`config.mk`:
```
export PLATFORM = sky130hd
export DESIGN_NAME = sw_mem_aligner
export DESIGN_NICKNAME = d
export VERILOG_FILES = /design/src/rtl/sw_align_pkg.sv /design/src/rtl/sw_misalign_detect.sv /design/src/rtl/sw_store_lane.sv /design/src/rtl/sw_load_extract.sv /design/src/rtl/sw_mem_aligner.sv
export SDC_FILE = /design/constraint.sdc
export NUM_CORES = 1
export LEC_CHECK = 0
export ABC_AREA = 1
export BUFFER_PORTS_ARGS = -buffer_cell sky130_fd_sc_hd__buf_2
export CAP_MARGIN = 20
export CORE_MARGIN = 2
export CORE_UTILIZATION = 37
export DETAILED_ROUTE_END_ITERATION = 6
export HOLD_SLACK_MARGIN = 0.15
export MAX_ROUTING_LAYER = met4
export PLACE_DENSITY = 0.89
export SYNTH_ARGS = -nofsm -noshare
export SYNTH_HDL_FRONTEND = slang
export SYNTH_SLANG_ARGS = --single-unit
```
`constraint.sdc`:
```
create_clock -name clk -period 1.4 [get_ports clk]
set_input_delay 0.28 -clock clk [delete_from_list [all_inputs] [get_ports clk]]
set_output_delay 0.28 -clock clk [all_outputs]
set_load 0.05 [all_outputs]
```
`src/rtl/sw_align_pkg.sv`:
```
// Package: shared access-size encoding for the sub-word aligner.
// Assumes a two-bit size field from the core; the spare code acts as a word.
package sw_align_pkg;

    typedef enum logic [1:0] {
        SZ_BYTE  = 2'b00,
        SZ_HALF  = 2'b01,
        SZ_WORD  = 2'b10,
        SZ_SPARE = 2'b11
    } acc_size_e;

    // Collapse the spare code onto the word shape.
    function automatic acc_size_e norm_size(input logic [1:0] raw);
        acc_size_e s;
        s = acc_size_e'(raw);
        if (s == SZ_SPARE) s = SZ_WORD;
        return s;
    endfunction

endpackage

```
`src/rtl/sw_misalign_detect.sv`:
```
// Module: flags an access whose offset is not a multiple of its size.
// Assumes the size is already normalised; a byte access is always aligned.
module sw_misalign_detect
    import sw_align_pkg::*;
#(
    parameter int OFF_W = 2
) (
    input  acc_size_e         size_i,
    input  logic [OFF_W-1:0]  off_i,
    output logic              bad_o
);

    // Compare the offset bits that must be zero for the given size.
    always_comb begin
        unique case (size_i)
            SZ_BYTE: bad_o = 1'b0;
            SZ_HALF: bad_o = off_i[0];
            default: bad_o = |off_i;
        endcase
    end

endmodule

```
`src/rtl/sw_store_lane.sv`:
```
// Module: builds lane-replicated store data and the byte write-enable mask.
// Assumes big-endian lane order: offset 0 is the most significant lane, so
// enable bit (LANES-1-k) belongs to offset k. Enables are raised only when
// the caller says the write is allowed.
module sw_store_lane
    import sw_align_pkg::*;
#(
    parameter int DATA_W = 32,
    parameter int BYTE_W = 8,
    localparam int LANES = DATA_W / BYTE_W,
    localparam int OFF_W = $clog2(LANES),
    localparam int HALF_W = 2 * BYTE_W
) (
    input  acc_size_e           size_i,
    input  logic [OFF_W-1:0]    off_i,
    input  logic                wr_ok_i,
    input  logic [DATA_W-1:0]   src_i,
    output logic [DATA_W-1:0]   wdata_o,
    output logic [LANES-1:0]    be_o
);

    logic [DATA_W-1:0] rep_byte;
    logic [DATA_W-1:0] rep_half;
    logic [LANES-1:0]  lane_hit;

    genvar g;
    generate
        // One slot per byte lane: copy of the low byte, and this lane's enable.
        for (g = 0; g < LANES; g++) begin : g_lane
            localparam int LANE_OFF = LANES - 1 - g;
            assign rep_byte[g*BYTE_W +: BYTE_W] = src_i[BYTE_W-1:0];

            // Decide whether the access covers lane g.
            always_comb begin
                unique case (size_i)
                    SZ_BYTE: lane_hit[g] = (int'(off_i) == LANE_OFF);
                    SZ_HALF: lane_hit[g] = ((int'(off_i) / 2) == (LANE_OFF / 2));
                    default: lane_hit[g] = 1'b1;
                endcase
            end
        end
        // One slot per halfword: copy of the low half.
        for (g = 0; g < LANES / 2; g++) begin : g_half
            assign rep_half[g*HALF_W +: HALF_W] = src_i[HALF_W-1:0];
        end
    endgenerate

    // Pick the replication that matches the access size.
    always_comb begin
        unique case (size_i)
            SZ_BYTE: wdata_o = rep_byte;
            SZ_HALF: wdata_o = rep_half;
            default: wdata_o = src_i;
        endcase
    end

    // Gate the lane mask with the write permission.
    always_comb be_o = wr_ok_i ? lane_hit : '0;

endmodule

```
`src/rtl/sw_load_extract.sv`:
```
// Module: remembers the shape of a load for one cycle, then selects and
// widens the addressed lane of the returned memory word.
// Assumes the memory answers exactly one cycle after the request and
// big-endian lane numbering. Synchronous active-low reset.
module sw_load_extract
    import sw_align_pkg::*;
#(
    parameter int DATA_W = 32,
    parameter int BYTE_W = 8,
    localparam int LANES = DATA_W / BYTE_W,
    localparam int OFF_W = $clog2(LANES),
    localparam int HALF_W = 2 * BYTE_W,
    localparam int HALVES = LANES / 2
) (
    input  logic               clk,
    input  logic               rst_n,
    input  logic               take_i,
    input  acc_size_e          size_i,
    input  logic               uns_i,
    input  logic [OFF_W-1:0]   off_i,
    input  logic [DATA_W-1:0]  rdata_i,
    output logic               valid_o,
    output logic [DATA_W-1:0]  data_o
);

    typedef struct packed {
        logic             live;
        acc_size_e        size;
        logic             uns;
        logic [OFF_W-1:0] off;
    } ld_ctrl_t;

    ld_ctrl_t pend_q;
    logic [BYTE_W-1:0] byte_at [LANES];
    logic [HALF_W-1:0] half_at [HALVES];
    logic [BYTE_W-1:0] sel_byte;
    logic [HALF_W-1:0] sel_half;

    // Capture the shape of an accepted load; idle otherwise.
    always_ff @(posedge clk) begin
        if (!rst_n) begin
            pend_q <= '0;
        end else begin
            pend_q.live <= take_i;
            pend_q.size <= size_i;
            pend_q.uns  <= uns_i;
            pend_q.off  <= off_i;
        end
    end

    genvar g;
    generate
        // Slice the returned word into lanes, offset 0 at the top.
        for (g = 0; g < LANES; g++) begin : g_byte
            assign byte_at[g] = rdata_i[DATA_W-1-g*BYTE_W -: BYTE_W];
        end
        for (g = 0; g < HALVES; g++) begin : g_half
            assign half_at[g] = rdata_i[DATA_W-1-g*HALF_W -: HALF_W];
        end
    endgenerate

    // Choose the lane named by the stored offset.
    always_comb begin
        sel_byte = byte_at[pend_q.off];
        sel_half = half_at[pend_q.off[OFF_W-1:1]];
    end

    // Widen the selection with sign or zero fill.
    always_comb begin
        unique case (pend_q.size)
            SZ_BYTE: data_o = {{(DATA_W-BYTE_W){sel_byte[BYTE_W-1] & ~pend_q.uns}}, sel_byte};
            SZ_HALF: data_o = {{(DATA_W-HALF_W){sel_half[HALF_W-1] & ~pend_q.uns}}, sel_half};
            default: data_o = rdata_i;
        endcase
    end

    assign valid_o = pend_q.live;

    // a result appears only after an accepted load.
    assert_ld_follows_R7: assert property (@(posedge clk) disable iff (!rst_n)
        valid_o |-> $past(take_i));

    // zero fill leaves the upper bits clear.
    assert_zero_fill_R3: assert property (@(posedge clk) disable iff (!rst_n)
        (valid_o && pend_q.uns && pend_q.size == SZ_BYTE) |-> (data_o[DATA_W-1:BYTE_W] == '0));

    // sign fill copies the top bit of the selected byte.
    assert_sign_fill_R2: assert property (@(posedge clk) disable iff (!rst_n)
        (valid_o && !pend_q.uns && pend_q.size == SZ_BYTE) |->
        (data_o[DATA_W-1:BYTE_W] == {(DATA_W-BYTE_W){data_o[BYTE_W-1]}}));

    // a word result is the memory word itself.
    assert_word_pass_R6: assert property (@(posedge clk) disable iff (!rst_n)
        (valid_o && pend_q.size == SZ_WORD) |-> (data_o == rdata_i));

endmodule

```
`src/rtl/sw_mem_aligner.sv`:
```
// Module: top of the sub-word aligner. Stores are shaped in the request
// cycle; loads are widened in the following cycle when memory data returns.
// Assumes a word-addressed memory with one-cycle read latency and that only
// the low address bits are presented here. Synchronous active-low reset.
module sw_mem_aligner
    import sw_align_pkg::*;
#(
    parameter int DATA_W = 32,
    parameter int BYTE_W = 8,
    localparam int LANES = DATA_W / BYTE_W,
    localparam int OFF_W = $clog2(LANES)
) (
    input  logic               clk,
    input  logic               rst_n,
    input  logic               req_valid,
    input  logic               req_write,
    input  logic [1:0]         req_size,
    input  logic               req_unsigned,
    input  logic [OFF_W-1:0]   req_offset,
    input  logic [DATA_W-1:0]  st_src,
    output logic [DATA_W-1:0]  mem_wdata,
    output logic [LANES-1:0]   mem_be,
    output logic               misaligned,
    input  logic [DATA_W-1:0]  mem_rdata,
    output logic               ld_valid,
    output logic [DATA_W-1:0]  ld_data
);

    acc_size_e size_n;
    logic      off_bad;
    logic      store_ok;
    logic      load_ok;

    // Normalise the size code once for all sub-blocks.
    always_comb size_n = norm_size(req_size);

    sw_misalign_detect #(.OFF_W(OFF_W)) align_i (
        .size_i (size_n),
        .off_i  (req_offset),
        .bad_o  (off_bad)
    );

    // Qualify the access by direction and alignment.
    always_comb begin
        misaligned = req_valid & off_bad;
        store_ok   = req_valid & req_write & ~off_bad;
        load_ok    = req_valid & ~req_write & ~off_bad;
    end

    sw_store_lane #(.DATA_W(DATA_W), .BYTE_W(BYTE_W)) store_i (
        .size_i  (size_n),
        .off_i   (req_offset),
        .wr_ok_i (store_ok),
        .src_i   (st_src),
        .wdata_o (mem_wdata),
        .be_o    (mem_be)
    );

    sw_load_extract #(.DATA_W(DATA_W), .BYTE_W(BYTE_W)) load_i (
        .clk     (clk),
        .rst_n   (rst_n),
        .take_i  (load_ok),
        .size_i  (size_n),
        .uns_i   (req_unsigned),
        .off_i   (req_offset),
        .rdata_i (mem_rdata),
        .valid_o (ld_valid),
        .data_o  (ld_data)
    );

    // a flagged access never writes.
    assert_misalign_quiet_R11: assert property (@(posedge clk) disable iff (!rst_n)
        misaligned |-> (mem_be == '0));

    // no request, no enables and no flag.
    assert_idle_quiet_R12: assert property (@(posedge clk) disable iff (!rst_n)
        !req_valid |-> (mem_be == '0 && !misaligned));

    // a byte store enables exactly one lane.
    assert_byte_one_lane_R8: assert property (@(posedge clk) disable iff (!rst_n)
        (req_valid && req_write && size_n == SZ_BYTE) |-> ($countones(mem_be) == 1));

    // an aligned halfword store enables two lanes.
    assert_half_two_lanes_R9: assert property (@(posedge clk) disable iff (!rst_n)
        (req_valid && req_write && size_n == SZ_HALF && !misaligned) |-> ($countones(mem_be) == 2));

    // an aligned word store enables every lane.
    assert_word_all_lanes_R10: assert property (@(posedge clk) disable iff (!rst_n)
        (req_valid && req_write && size_n == SZ_WORD && !misaligned) |-> (&mem_be));

    // a flagged load produces no result next cycle.
    assert_misalign_no_load_R11: assert property (@(posedge clk) disable iff (!rst_n)
        (misaligned && !req_write) |=> !ld_valid);

endmodule

```
Word-level counts from Yosys, hierarchy flattened:

Index checks and enable logic that the tools add are counted.

* $lt $le $gt $ge: 2
* equality and inequality tests: 6
* multiplexer cells: 15
* bitwise operators: 12
* reduce and logical (&&, ||, !) cells: 5

Operator list (count)
* 32-bit case mux with 2 select lines: 2
* 16-bit 2-to-1 mux: 3
* 32-bit zero test: 1
* 8-bit binary-select mux with 2-bit select: 1
* 8-bit 2-to-1 mux: 2
* 1-bit case mux with 2 select lines: 5
* 1-bit bitwise AND: 7
* 2-bit by 1-bit equality test with 1-bit output, second input constant: 3
* 2-bit equality test, second input constant: 3
* 2-bit zero test: 3
* 4-bit 2-to-1 mux: 1
* 3-bit greater-or-equal comparator, second input constant: 1
* 1-bit inverter: 3
* 2-bit inverter with 3-bit output: 1
* 2-bit greater-or-equal comparator, second input constant: 1
* 2-bit 2-to-1 mux: 1
* 1-bit inverter with 2-bit output: 1
* 2-bit OR reduction: 1

* register bits after elaboration: 6
* input bits: 73
* output and inout port bits: 70
* logic and storage cells: 44

Longest topological paths before layout:

Gate-level depths: netlist (run 1).

* word-level depth: 7
* depth in mapped cells: 9
* gate-level depth less buffers: 7

Modules after synthesis:

From an unflattened synthesis (run 1), not the netlist that was laid out.

* cell total of the unflattened synthesis: 292
* area, all modules: 1631.6 um^2

Modules (own cells, without submodules)
* sw_load_extract: instances 1, cells each 178, area each 1063.5 um^2, sequential area each 120.1 um^2
* sw_store_lane: instances 1, cells each 100, area each 511.7 um^2, sequential area each 0.0 um^2
* sw_mem_aligner: instances 1, cells each 10, area each 40.0 um^2, sequential area each 0.0 um^2
* sw_misalign_detect: instances 1, cells each 4, area each 16.3 um^2, sequential area each 0.0 um^2

Worst setup path before layout (run 1):

No wires, ideal clock.

* kind: input to output
* from: input req_size[1]
* to: output mem_wdata[10]
* arrival time: 1.576 ns
* required time: 1.120 ns
* setup slack: -0.456 ns
* cell stages on the path: 3
* path buffers: 1
* cell sequence: nor2_1 buf_2 o21ai_0

* cells in the longest elaborated chain, start to end: 4
* elaborated cells between the ends (all ways): 5
* classes of those cells: eq/ne (2); mux (2); reduce/logical (1)

Ends and longest elaborated chain
* start, declared: RTL line sw_mem_aligner.sv:17 `input logic [1:0] req_size,`
* 2-bit equality test: RTL line sw_align_pkg.sv:16 `if (s == SZ_SPARE) s = SZ_WORD;`
* 2-bit 2-to-1 mux (*): RTL line sw_align_pkg.sv:16
* 2-bit by 1-bit equality test with 1-bit output or 2-bit zero test (tied branches): RTL line sw_store_lane.sv:50 `unique case (size_i)`
* 32-bit case mux with 2 select lines (*): RTL line sw_store_lane.sv:50
* end, declared: RTL line sw_mem_aligner.sv:21 `output logic [DATA_W-1:0] mem_wdata,`

Mark *: on every way between the ends. The rest lies on a longest branch, timed or not.

Worst setup path in the final report (run 1):

* from: register load_i.pend_q[1] (netlist bit)
* to: output ld_data[3]

* cells in the longest elaborated chain, start to end: 5
* elaborated cells between the ends (all ways): 9
* classes of those cells: mux (7); bitwise (2)

Ends and longest elaborated chain
* start, declared: RTL line sw_load_extract.sv:33 `ld_ctrl_t pend_q;`
* 2-bit inverter with 3-bit output (implied by the code) or 1-bit inverter with 2-bit output (tied branches): RTL line sw_load_extract.sv:64, sw_load_extract.sv:65
* 8-bit binary-select mux with 2-bit select or 16-bit 2-to-1 mux (tied branches): RTL line sw_load_extract.sv:64, sw_load_extract.sv:65
* 8-bit 2-to-1 mux (implied by the code) or 16-bit 2-to-1 mux (tied branches) (2 in a row): RTL line sw_load_extract.sv:64, sw_load_extract.sv:65
* 32-bit case mux with 2 select lines (*): RTL line sw_load_extract.sv:70 `unique case (pend_q.size)`
* end, declared: RTL line sw_mem_aligner.sv:26 `output logic [DATA_W-1:0] ld_data`

Mark *: on every way between the ends. The rest lies on a longest branch, timed or not. The select of a mux whose other input is x is not followed.

==> run summary, run 1 <==
status: finished with violations
failing checks: setup timing
met2 Usage GRT: 61.4%
mapped cell area: 1490 µm²
pin count of the biggest net entering global routing: 21
Clock Tree Root: clkbuf_8
placed cell areas: 2630 µm²
RSZ-0062 raised after global routing: true
final instance area: 3390 µm²
via count: 2832
Row Count: 23
total I/O pin count: 143
drt drc: 0
Syn Nets: 354
total track usage: 31.8%
Min-Delay Path Class: in2reg
crit-path cells: buf_6, inv_8, buf_4, nand2_1, nand2_1, nand2_1, o211ai_1, buf_4
Tmin final: 1.88 ns
CP peak stage delay: 0.32 ns
final worst setup slack: -0.481 ns
Leakage Power: 0.00193 µW
crit path DAT: 1.60 ns
CP most frequent cell: nand2_1
FF+latch count, synth: 6
Most Crowded Layer GR: met2
CP endpoint kind: output port
FMAX: 0.532 GHz
nets: 521
initial antenna violation count: 1
router iterations before antenna repair: 6
relative slew slack: 82.0%
Synth Flop Type: dfxtp_1
post-synthesis cell count: 281
fillcell total: 189
peak supply drop: 0.486 mV
gr ovfl total: 0
CTS max path bufs: 2
buffers and inverters on the worst path: 4
CP Max Fanout: 11
remaining antenna violation count: 0
post-synthesis sequential area ratio: 8.04%
syn avg cell area: 5.32 µm²
cell family with most CP delay: buffers and inverters
die area: 4560 µm²
clock-pin transition on the worst setup and hold timing paths: 0.04 ns
final hold vios: 0
cts bufs inserted: 3
dpl hpwl: 5100 µm
GR Util met1: 29.6%
Placer Congestion: 0.923
met3 Use GR: 4.83%
DR vias/cell: 5.70
post-synth top area cell: nand2_1
CTS sink cnt: 6
Chip Width: 67.5 µm
final wirelength: 9270 µm
final setup fails: 37
Tcrit/Tclk final: 134%
Max-Cap Viols: 0
Synth area leaders: nand2_1 (39%), nand3_2 (14%), dfxtp_1 (8.0%)
critical path required time: 1.12 ns
Die H: 67.5 µm
post-synthesis async set-or-reset flop share: 0%
share of cells above drive strength 1: 57.8%
YS warnings: 0
pwr dens: 747 nW/µm²
Layout area overhead: 127%
Critical-path top delay cell: dfxtp_2
worst setup path category: reg2out
Post-synth EDFFs: 0
pins over their slew limit: 0
end-of-flow core utilization: 86.0%
startpoint types: register
synth unique cells: 26
CTS tree: yes
drt initial violations: 407
initial core utilization: 37.9%
cell with the most instances after synthesis: nand2_1
first-pass GRT wire length: 10700 µm
Core ar.: 3940 µm²
vias in the first global route: 2395
H-tree Lvls: 1
DR WL/cell: 18.6 µm
Hold Buf Count CTS: 0
Synth top area share: 39.2%
slew of the pin with the lowest slew margin: 0.269 ns
top cells by count, synth: nand2_1 (156), nand3_2 (21), nand3_1 (17)
port bufs: 142
-- registers in the layout (all words and copies together), names as in the netlist --
register,flops
load_i.pend_q,5
load_i.valid_o,1
-- where the power goes --
part	internal, µW	leakage [µW]	switching, µW	total (µW)
registers	180	0.0000509	6.68	187
clock network	184	0.0000216	72.0	256
logic	775	0.00186	1320	2090
-- path summary, 6_finish.rpt --
path                  depth (start not counted)                         from  slack, ns                     endpoint
worst max-delay path                          8  load_i.pend_q[1]$_SDFF_PN0_      -0.48                   ld_data[3]
worst min-delay path                          3                 req_unsigned       0.24  load_i.pend_q[2]$_SDFF_PN0_
-- per-layer routing --
layer,up-vias,wire [µm]
met3,79,948
met5,-,0
met4,0,674
li1,1209,-
met1,1290,2860
met2,254,4780
-- through the flow --
step / cells / setup TNS [ns] / worst slack, ns / power [µW] / hold WS, ns
after global placement: 482 / -6.57 / -0.204 / 1740 / 0.462
after detailed placement: 482 / -8.44 / -0.280 / 1770 / 0.470
after global routing: 497 / -14.32 / -0.507 / 2640 / 0.256
after floorplan: 281 / -2.86 / -0.319 / 1350 / 0.357
after CTS: 490 / -10.79 / -0.396 / 2260 / 0.242
final: 497 / -12.15 / -0.481 / 2540 / 0.243
-- final cells by class --
cell class	count	area [µm²]	share of cell area [%]
diodes	1	2.50	0.0738
clock buffers	3	41.3	1.22
inverters	21	108	3.17
multi-input cells	233	1500	44.2
flip-flops and latches	6	126	3.73
well taps	50	62.6	1.84
repair buffers	183	1550	45.8
-- cells by family (layout without fill, tap and decap cells) --
| logic type | after synthesis | after routing | synth area share [%] |
|---|---|---|---|
| buf+inv | 42 | 207 | 15.9 |
| flops | 6 | 6 | 8.04 |
| other cells | 0 | 1 | 0 |
| simple gates | 218 | 218 | 70.0 |
| compound gates | 15 | 15 | 6.03 |
-- timing repair --
item / CTS / global route
pin swaps: 4 / 11
resized for setup: 100 / 75
setup buffers: 3 / 4
setup endpoints to repair: 53 / 56
gates cloned: 2 / 3
-- cell usage in the layout (no fill, tap or decap), drive strengths merged --
master  count
buf       171
nand2     165
dfxtp       6
o211ai      5
a22oi       1
clkbuf     15
o21ai       4
inv        21
nor3        1
a21oi       5
or2         2
nor2       10
and2        2
diode       1
nand3      38
No activity file was read; power rests on OpenSTA's default activity.
==> run 2, diff against run 1 <==
--- a/config.mk
+++ b/config.mk
@@ -6,14 +6,16 @@
 export NUM_CORES = 1
 export LEC_CHECK = 0
 export ABC_AREA = 1
-export BUFFER_PORTS_ARGS = -buffer_cell sky130_fd_sc_hd__buf_2
+export BUFFER_PORTS_ARGS = -buffer_cell sky130_fd_sc_hd__buf_4
 export CAP_MARGIN = 20
+export CELL_PAD_IN_SITES_DETAIL_PLACEMENT = 0
+export CELL_PAD_IN_SITES_GLOBAL_PLACEMENT = 1
 export CORE_MARGIN = 2
-export CORE_UTILIZATION = 37
+export CORE_UTILIZATION = 22
 export DETAILED_ROUTE_END_ITERATION = 6
 export HOLD_SLACK_MARGIN = 0.15
 export MAX_ROUTING_LAYER = met4
-export PLACE_DENSITY = 0.89
+export PLACE_DENSITY = 0.91
 export SYNTH_ARGS = -nofsm -noshare
 export SYNTH_HDL_FRONTEND = slang
 export SYNTH_SLANG_ARGS = --single-unit
==> run 2 against run 1 <==
  * The run still ends with setup timing left
  * Maximum frequency rose by 8.0%
  * Global-route usage fell by 14 points
  * Critical path depth rose by 1
  * Sequential power barely moved
  * Final cell count rose by 6.8%
  * Critical path type unchanged
  * Critical endpoint is now ld_data[16]
  * Via count fell by 14%
  * Non-clock buffer count rose by 5
==> run summary, run 2 (synthesized netlist as in run 1, its figures left out) <==
Clock Tree Root: clkbuf_8
Max-Cap Viols: 0
drt drc: 0
CTS max path bufs: 2
drt initial violations: 89
Core ar.: 6680 µm²
RSZ-0062 raised after global routing: true
CTS tree: yes
Min-Delay Path Class: in2reg
crit path from: load_i.pend_q[3]$_SDFF_PN0_
Placer Congestion: 0.833
CTS sink cnt: 6
pins over their slew limit: 0
failing checks: setup timing
Chip Width: 86.4 µm
die area: 7470 µm²
total I/O pin count: 143
Die H: 86.4 µm
cts bufs inserted: 3
CP endpoint kind: output port
relative slew slack: 83.8%
Cells after DPL: 514
peak supply drop: 0.319 mV
initial core utilization: 22.4%
initial antenna violation count: 0
remaining antenna violation count: 0
Hold Slack: 0.245 ns
crit path DAT: 1.46 ns
final setup fails: 33
pin count of the biggest net entering global routing: 18
port bufs: 142
Layout area overhead: 154%
gr ovfl total: 0
most frequent cells in the layout: nand2_1 (144), buf_4 (128), buf_8 (36)
end-of-flow core utilization: 56.9%
worst setup path category: reg2out
final worst setup slack: -0.342 ns
slew of the pin with the lowest slew margin: 0.243 ns
critical path required time: 1.12 ns
status: finished with violations
nets: 526
final setup TNS: -9.70 ns
# diodes: 0
DR vias/cell: 4.60
commonest non-fill, non-tap cell in the layout: nand2_1
Leakage Power: 0.00206 µW
first-pass GRT wire length: 10700 µm
startpoint types: register
WHS Path Cells: 3
router iterations before antenna repair: 4
H-tree Lvls: 1
max reg flops: 5
Finished Layout Cells: 531
Tmin final: 1.74 ns
CP Max Fanout: 8
clock-pin transition on the worst setup and hold timing paths: 0.04 ns
Row Count: 30
total track usage: 18.2%
FMAX: 0.574 GHz
final wirelength: 7270 µm
DR WL/cell: 13.7 µm
final hold vios: 0
share of cells above drive strength 1: 61.0%
pwr dens: 681 nW/µm²
vias in the first global route: 2308
via count: 2442
Reg with most FFs: load_i.pend_q
dpl hpwl: 5480 µm
end of the critical path: ld_data[16]
Tcrit/Tclk final: 124%
## run 2: cell count changes in the layout (fill, tap and decap cells not counted), sizes merged
cell    before  now
diode        1    0
buf        171  187
clkbuf      15    4
## run 2: report_power, final
part / switching (µW) / total, µW / internal [µW]
combinational: 1270 / 2140 / 878
clock: 70.2 / 255 / 184
sequential: 9.09 / 189 / 179
total: 1350 / 2590 / 1240
## run 2: cell type report
type,instances,area (µm²)
inverter,21,105
fill,599,2880
sequential,6,130
tap,80,100
multi-input combinational,233,1580
timing repair buffer,188,1850
clock buffer,3,41.3
## run 2: worst min-delay path by stage
stage,endpoint,startpoint,slack [ns]
6_report,load_i.pend_q[2]$_SDFF_PN0_,req_unsigned,0.24
5_1_grt,load_i.pend_q[2]$_SDFF_PN0_,req_unsigned,0.25
4_1_cts,load_i.valid_o$_SDFF_PN0_,req_write,0.24
3_5_place_dp,load_i.valid_o$_SDFF_PN0_,req_write,0.46
3_3_place_gp,load_i.valid_o$_SDFF_PN0_,req_write,0.46
2_1_floorplan,load_i.valid_o$_SDFF_PN0_,req_write,0.36
## run 2: through the flow
step	area, µm²	setup slack, ns	total power [µW]
final	3800	-0.342	2590
after global routing	3800	-0.409	2710
after CTS	3450	-0.310	2440
after detailed placement	3050	-0.231	1970
after global placement	3050	-0.209	1950
after floorplan	1760	-0.319	1350
## run 2: timing repair
item	in CTS	in global routing
buffers inserted	7	8
hold buffers	0	0
gates cloned	1	1
endpoints found under the setup margin	51	52
gates resized for setup	84	64
endpoints found under the hold margin	0	0
pin swaps	9	17
## run 2: worst max-delay path, cell delays in order, from the launching register on
cell     delay [ns]
dfxtp_2        0.32
inv_4          0.08
nand2_4        0.05
nor2_4         0.14
nand2_4        0.08
nand2_4        0.10
nand2_8        0.08
buf_12         0.17
nand3_4        0.07
buf_8          0.14
## run 2: metal layers
metal	global-route usage, %	share of wire (%)
met2	32.9	55
met4	4.69	0.89
met3	1.05	6.8
met1	21.9	37
met5	-	0
